===== config.mk =====
export PLATFORM = sky130hd
export DESIGN_NAME = usb_evt_collector
export DESIGN_NICKNAME = d
export VERILOG_FILES = /design/src/rtl/usb_evt_pkg.sv /design/src/rtl/usb_evt_sticky_bank.sv /design/src/rtl/usb_evt_regport.sv /design/src/rtl/usb_evt_irq_pulse.sv /design/src/rtl/usb_evt_collector.sv
export SDC_FILE = /design/constraint.sdc
export NUM_CORES = 1
export LEC_CHECK = 0
export BUFFER_PORTS_ARGS = -buffer_cell sky130_fd_sc_hd__buf_2
export CAP_MARGIN = 30
export CORE_AREA = 2 2 39 41
export DETAILED_ROUTE_END_ITERATION = 6
export DIE_AREA = 0 0 41 43
export GPL_ROUTABILITY_DRIVEN = 1
export PLACE_DENSITY = 0.61
export SLEW_MARGIN = 20
export SYNTH_ARGS = -nofsm -noshare
export SYNTH_HDL_FRONTEND = slang
export SYNTH_SLANG_ARGS = --single-unit

===== constraint.sdc =====
create_clock -name clk -period 2.1 [get_ports clk]
set_clock_uncertainty 0.15 [all_clocks]
set_input_delay 0.21 -clock clk [delete_from_list [all_inputs] [get_ports clk]]
set_output_delay 0.21 -clock clk [all_outputs]
set_load 0.03 [all_outputs]

===== src/rtl/usb_evt_pkg.sv =====
// Package: shared parameters and register layout of the USB event collector.
// Assumes the FIFO count never exceeds the register data width.
package usb_evt_pkg;
    parameter int NUM_FIFO = 4;
    parameter int DATA_W   = 8;
    parameter int ADDR_W   = 2;

    // Register addresses
    localparam logic [ADDR_W-1:0] ADDR_REQ = ADDR_W'(0);
    localparam logic [ADDR_W-1:0] ADDR_STS = ADDR_W'(1);

    // Status register bit positions (firmware decodes these)
    localparam int STS_SUSP = 0;
    localparam int STS_BRST = 2;
    localparam int STS_RES  = 3;

    // Implemented-bit masks
    localparam logic [DATA_W-1:0] REQ_MASK = DATA_W'((1 << NUM_FIFO) - 1);
    localparam logic [DATA_W-1:0] STS_MASK =
        DATA_W'((1 << STS_SUSP) | (1 << STS_BRST) | (1 << STS_RES));

    // Bus event strobes grouped together
    typedef struct packed {
        logic susp;
        logic res;
        logic brst;
    } bus_evt_t;

    localparam int NUM_EVT = NUM_FIFO + $bits(bus_evt_t);
endpackage


===== src/rtl/usb_evt_sticky_bank.sv =====
// Module: a bank of sticky status bits.
// Only bits marked in IMPL_MASK get a flop; the others read constant 0.
// A set input wins over a clearing write to the same bit in the same cycle.
// Assumes set_i strobes are synchronous to clk.
module usb_evt_sticky_bank #(
    parameter int              W         = 8,
    parameter logic [W-1:0]    IMPL_MASK = '1
) (
    input  logic         clk,
    input  logic         rst_n,
    input  logic [W-1:0] set_i,
    input  logic         wr_en_i,
    input  logic [W-1:0] keep_i,
    output logic [W-1:0] q_o
);
    logic [W-1:0] bits_q;

    for (genvar i = 0; i < W; i++) begin : g_bit
        if (IMPL_MASK[i]) begin : g_impl
            logic bit_q;
            // Hold the bit; set wins over a clear of the same bit.
            always_ff @(posedge clk) begin
                if (!rst_n) begin
                    bit_q <= 1'b0;
                end else if (set_i[i]) begin
                    bit_q <= 1'b1;
                end else if (wr_en_i && !keep_i[i]) begin
                    bit_q <= 1'b0;
                end
            end
            assign bits_q[i] = bit_q;
        end else begin : g_tie
            logic unused_set;
            logic unused_keep;
            // Unimplemented position: inputs ignored, reads zero.
            assign unused_set  = set_i[i];
            assign unused_keep = keep_i[i];
            assign bits_q[i]   = 1'b0;
        end
    end

    assign q_o = bits_q;
endmodule


===== src/rtl/usb_evt_regport.sv =====
// Module: register port address decode and read mux.
// Produces a write strobe for each register and a combinational read value.
// Assumes unmapped addresses should read zero and ignore writes.
module usb_evt_regport
    import usb_evt_pkg::*;
#(
    parameter int DW = DATA_W,
    parameter int AW = ADDR_W
) (
    input  logic [AW-1:0] addr_i,
    input  logic          wr_i,
    input  logic [DW-1:0] req_q_i,
    input  logic [DW-1:0] sts_q_i,
    output logic          req_wr_o,
    output logic          sts_wr_o,
    output logic [DW-1:0] rdata_o
);
    logic req_sel;
    logic sts_sel;

    // Decode which register the address selects.
    always_comb begin
        req_sel = (addr_i == AW'(ADDR_REQ));
        sts_sel = (addr_i == AW'(ADDR_STS));
    end

    // Gate the write strobe per register.
    always_comb begin
        req_wr_o = wr_i && req_sel;
        sts_wr_o = wr_i && sts_sel;
    end

    // Read mux; unmapped addresses return zero.
    always_comb begin
        rdata_o = '0;
        if (req_sel) begin
            rdata_o = req_q_i;
        end else if (sts_sel) begin
            rdata_o = sts_q_i;
        end
    end
endmodule


===== src/rtl/usb_evt_irq_pulse.sv =====
// Module: turns a vector of event strobes into one registered interrupt pulse.
// One pulse per cycle holding at least one strobe, delayed one clock.
// Assumes strobes are single-cycle and synchronous to clk.
module usb_evt_irq_pulse #(
    parameter int N = 7
) (
    input  logic         clk,
    input  logic         rst_n,
    input  logic [N-1:0] evt_i,
    output logic         irq_o
);
    logic any_evt;
    logic irq_q;

    // Merge all event sources.
    always_comb begin
        any_evt = |evt_i;
    end

    // Register the merged event into a one-cycle pulse.
    always_ff @(posedge clk) begin
        if (!rst_n) begin
            irq_q <= 1'b0;
        end else begin
            irq_q <= any_evt;
        end
    end

    assign irq_o = irq_q;
endmodule


===== src/rtl/usb_evt_collector.sv =====
// Module: top of the USB event status collector.
// Latches FIFO-access and bus events into two sticky registers, exposes them
// on a simple register port, and raises a one-cycle USB interrupt pulse.
// Assumes all event strobes are one cycle wide and synchronous to clk.
module usb_evt_collector
    import usb_evt_pkg::*;
(
    input  logic                clk,
    input  logic                rst_n,
    input  logic [NUM_FIFO-1:0] fifo_acc,
    input  logic                susp_evt,
    input  logic                resume_evt,
    input  logic                busrst_evt,
    input  logic [ADDR_W-1:0]   reg_addr,
    input  logic                reg_wr,
    input  logic [DATA_W-1:0]   reg_wdata,
    output logic [DATA_W-1:0]   reg_rdata,
    output logic                usb_irq
);
    bus_evt_t            bus_evt;
    logic [DATA_W-1:0]   req_set;
    logic [DATA_W-1:0]   sts_set;
    logic [DATA_W-1:0]   req_q;
    logic [DATA_W-1:0]   sts_q;
    logic                req_wr;
    logic                sts_wr;
    logic [NUM_EVT-1:0]  all_evt;

    // Group the bus strobes.
    always_comb begin
        bus_evt.susp = susp_evt;
        bus_evt.res  = resume_evt;
        bus_evt.brst = busrst_evt;
    end

    // Place FIFO strobes at their request-register positions.
    always_comb begin
        req_set                 = '0;
        req_set[NUM_FIFO-1:0]   = fifo_acc;
    end

    // Place bus strobes at their status-register positions.
    always_comb begin
        sts_set           = '0;
        sts_set[STS_SUSP] = bus_evt.susp;
        sts_set[STS_BRST] = bus_evt.brst;
        sts_set[STS_RES]  = bus_evt.res;
    end

    // Collect every event source for the interrupt.
    always_comb begin
        all_evt = {fifo_acc, bus_evt};
    end

    usb_evt_regport #(
        .DW (DATA_W),
        .AW (ADDR_W)
    ) u_port (
        .addr_i   (reg_addr),
        .wr_i     (reg_wr),
        .req_q_i  (req_q),
        .sts_q_i  (sts_q),
        .req_wr_o (req_wr),
        .sts_wr_o (sts_wr),
        .rdata_o  (reg_rdata)
    );

    usb_evt_sticky_bank #(
        .W         (DATA_W),
        .IMPL_MASK (REQ_MASK)
    ) u_req_bank (
        .clk     (clk),
        .rst_n   (rst_n),
        .set_i   (req_set),
        .wr_en_i (req_wr),
        .keep_i  (reg_wdata),
        .q_o     (req_q)
    );

    usb_evt_sticky_bank #(
        .W         (DATA_W),
        .IMPL_MASK (STS_MASK)
    ) u_sts_bank (
        .clk     (clk),
        .rst_n   (rst_n),
        .set_i   (sts_set),
        .wr_en_i (sts_wr),
        .keep_i  (reg_wdata),
        .q_o     (sts_q)
    );

    usb_evt_irq_pulse #(
        .N (NUM_EVT)
    ) u_irq (
        .clk   (clk),
        .rst_n (rst_n),
        .evt_i (all_evt),
        .irq_o (usb_irq)
    );
endmodule


==> Implementation_results.wiki <==
{| class="wikitable"
! Metric !! Value
|-
| Share of post-route cells with drive strength above 1 || 0.353
|-
| All-layer global routing usage || 0.117
|-
| Final setup violating endpoints || 0
|-
| Average wire per standard cell || 10.3 µm
|-
| Main combinational cell family by area after synthesis || simple AND/OR/NAND/NOR gates
|-
| Multiplexer area fraction after synthesis || 0.0782
|-
| Sinks on the clock net || 8
|-
| Setup Crit Path Kind || flip-flop to output port
|-
| Largest area contributor in the synthesized netlist || sky130_fd_sc_hd__dfxtp_1
|-
| Area of the core || between 1000 and 1500 µm²
|-
| Number of antenna repair diodes || 0
|-
| Core occupancy in the finished layout || 0.363
|-
| Portion of the post-synthesis area used by sequential elements || 0.417
|-
| Clock latency on the worst-skew pair || 0.25 ns
|-
| Dpl cells || slightly above 80
|-
| Leak || approximately 0.25 nW
|-
| Critical path arrival || 0.97 ns
|-
| Ratio of final minimum period to clock period || 0.633
|-
| Number of register bits inferred by synthesis || 8
|-
| Setup tns final || 0 ns
|-
| Vias per cell || 4.76
|-
| IO buf count || 20
|-
| Max FO, Critical Path || 2
|-
| First-iteration detailed-routing DRC count || 4
|-
| Max-cap violations || 0
|-
| Area after DPL || about 480 µm²
|-
| Global route total overflow || 0
|-
| Max Clk Rate || 0.753 GHz
|-
| Post_cts resized || 0
|-
| Mapped Cells || 47
|-
| Layout Nets || 90
|-
| Share of the synthesized area in compound gates (AO/OA/AOI/OAI) || 0.202
|-
| Internal power || approximately 0.25 mW
|-
| Clock-pin slew on the worst setup and hold paths || about 0.05 ns
|-
| Average size of a mapped cell || 8.17 µm²
|-
| Post-detailed-route count of antenna-violating nets || 0
|-
| Final hold violation count || 0
|-
| Top library cells by usage in the layout, fill and taps aside || sky130_fd_sc_hd__buf_2, sky130_fd_sc_hd__nor2_1, sky130_fd_sc_hd__dfxtp_1
|-
| Fraction of the mapped netlist area in adder cells || 0
|-
| Period minus WS final || between 1 and 1.5 ns
|-
| Required @ worst endpoint || approximately 1.7 ns
|-
| Unique masters post-synth || 14
|-
| Placement Rows || 14
|-
| Wire length after detailed routing || around 860 µm
|-
| XOR/XNOR Fraction of Synth Area || 0
|-
| Effective utilization at floorplan || 0.278
|-
| Synth warn || 0
|-
| Placer congestion estimate || about 0.72
|-
| Top post-synthesis cells by area || sky130_fd_sc_hd__dfxtp_1, sky130_fd_sc_hd__nor2_1, sky130_fd_sc_hd__a21oi_1
|-
| Fraction of the mapped netlist area in simple logic gates || 0.202
|-
| Clock power frac || 0.332
|-
| Class of the most critical hold timing path || primary input to flip-flop
|-
| DRC violation count after routing || 0
|-
| Max Root-Sink Buffers || 2
|-
| Cts bufs inserted || 3
|-
| Die outline area || 1760 µm²
|-
| Global-route wire length before repair || around 1400 µm
|-
| Switching Share || 0.290
|-
| Fin area || between 500 and 600 µm²
|-
| Number of global-route vias before repair || approximately 350
|-
| Initial antenna violation count || 0
|-
| Chip Width || ~40 µm
|-
| Pin count of the biggest net entering global routing || 9
|-
| Result of the run || finished, final reports clean
|-
| Most common library cell in the layout ignoring fill and taps || sky130_fd_sc_hd__buf_2
|-
| Overall power || around 0.36 mW
|-
| Number of hold-repair buffers added at the cts stage || 0
|-
| Total vias in the final route || 400
|-
| Final Slew Violations || 0
|-
| Setup crit end kind || output port
|-
| Count of non-filler cells in the finished layout || 84
|-
| Pwr/cell area || slightly above 700 nW/µm²
|-
| Area share of the largest cell type after synthesis || 0.417
|-
| Switch Pwr || approximately 0.10 mW
|-
| Fill cells || 163
|-
| Combinational Power Share || 0.200
|-
| I/O pin cnt || 29
|-
| Unrepaired setup endpoints after global routing || no
|-
| Clk Tree Root Cell || sky130_fd_sc_hd__clkbuf_4
|-
| Total number of H-tree levels || 1
|-
| Critical path launch point type || flip-flop
|-
| Max IR drop VDD || around 0.22 mV
|-
| TritonCTS clock tree || built
|-
| Area Growth Syn to Fin || 30.9%
|-
| Post-CTS Setup Repair Bufs || 0
|-
| Count of TritonRoute iterations in the first routing pass || 4
|-
| Die height || 43 µm
|-
| Area of the mapped netlist || around 380 µm²
|-
| Power share of the sequential group || 0.468
|}
-- Yosys cell counts --
cell	count
sky130_fd_sc_hd__buf_4	4
sky130_fd_sc_hd__and3b_1	1
sky130_fd_sc_hd__buf_2	1
sky130_fd_sc_hd__nor3_1	1
sky130_fd_sc_hd__dfxtp_1	8
sky130_fd_sc_hd__conb_1	1
sky130_fd_sc_hd__a21oi_1	7
sky130_fd_sc_hd__nor3b_1	1
sky130_fd_sc_hd__nor3b_2	1
sky130_fd_sc_hd__mux2i_1	3
sky130_fd_sc_hd__a21boi_0	1
sky130_fd_sc_hd__o21ai_0	7
sky130_fd_sc_hd__nor4_1	1
sky130_fd_sc_hd__nor2_1	10
-- final cells by class --
class	instances	area, µm²	share of cell area
Tap cell	16	20.0	0.0398
Sequential cell	8	160	0.318
Multi-Input combinational cell	37	200	0.398
Timing Repair Buffer	20	100	0.199
Clock buffer	3	22.5	0.0448
-- path summary, 6_finish.rpt --
check,slack (ns),cells past startpoint,endpoint,startpoint
max,0.77,2,reg_rdata[1],u_req_bank.g_bit[1].g_impl.bit_q
min,0.07,3,u_req_bank.g_bit[1].g_impl.bit_q,reg_wdata[1]
max reg2reg,1.29,2,u_req_bank.g_bit[1].g_impl.bit_q,u_req_bank.g_bit[1].g_impl.bit_q
min reg2reg,0.39,2,u_req_bank.g_bit[3].g_impl.bit_q,u_req_bank.g_bit[3].g_impl.bit_q
-- cell families (layout without fill, tap and decap cells) --
logic type | count (synthesis) | in the layout
AO/OA/AOI/OAI | 15 | 15
buffers and inverters | 5 | 23
flip-flops | 8 | 8
multiplexers | 3 | 3
other | 1 | 4
AND/OR/NAND/NOR | 15 | 15
-- metal layers --
layer  vias to the layer above  GRT usage  wire [µm]  share of wire
li1                        198          -          -              -
met1                       186      0.136        359           0.42
met2                        16      0.184        449           0.52
met3                         0     0.0157         53          0.061
met4                         0     0.0800          0              0
met5                         -          0          0              0
-- worst max-delay path, cell delays in order (launching register included) --
cell and delay, ns:
sky130_fd_sc_hd__dfxtp_1 0.33, sky130_fd_sc_hd__nor3b_1 0.17, sky130_fd_sc_hd__buf_2 0.22
-- registers in the layout, indices dropped and copies added (netlist names) --
register	count
u_irq.irq_o	1
u_req_bank.g_bit.g_impl.bit_q	4
u_sts_bank.g_bit.g_impl.bit_q	3
-- power by group through the flow --
stage          Sequential [mW]  Clock (mW)  Combinational [mW]
6_report                 0.168       0.119              0.0717
5_1_grt                  0.168       0.131              0.0800
4_1_cts                  0.168       0.122              0.0720
3_5_place_dp             0.171           0              0.0718
3_3_place_gp             0.171           0              0.0715
2_1_floorplan            0.172           0              0.0474
-- per-stage QoR --
stage	setup slack (ns)	hold slack, ns
floorplan	0.642	0.198
global placement	0.936	0.320
detailed placement	0.940	0.324
CTS	0.760	0.0607
global route	0.723	0.0981
finish	0.771	0.0659
Power figures use the tool's default switching activity.
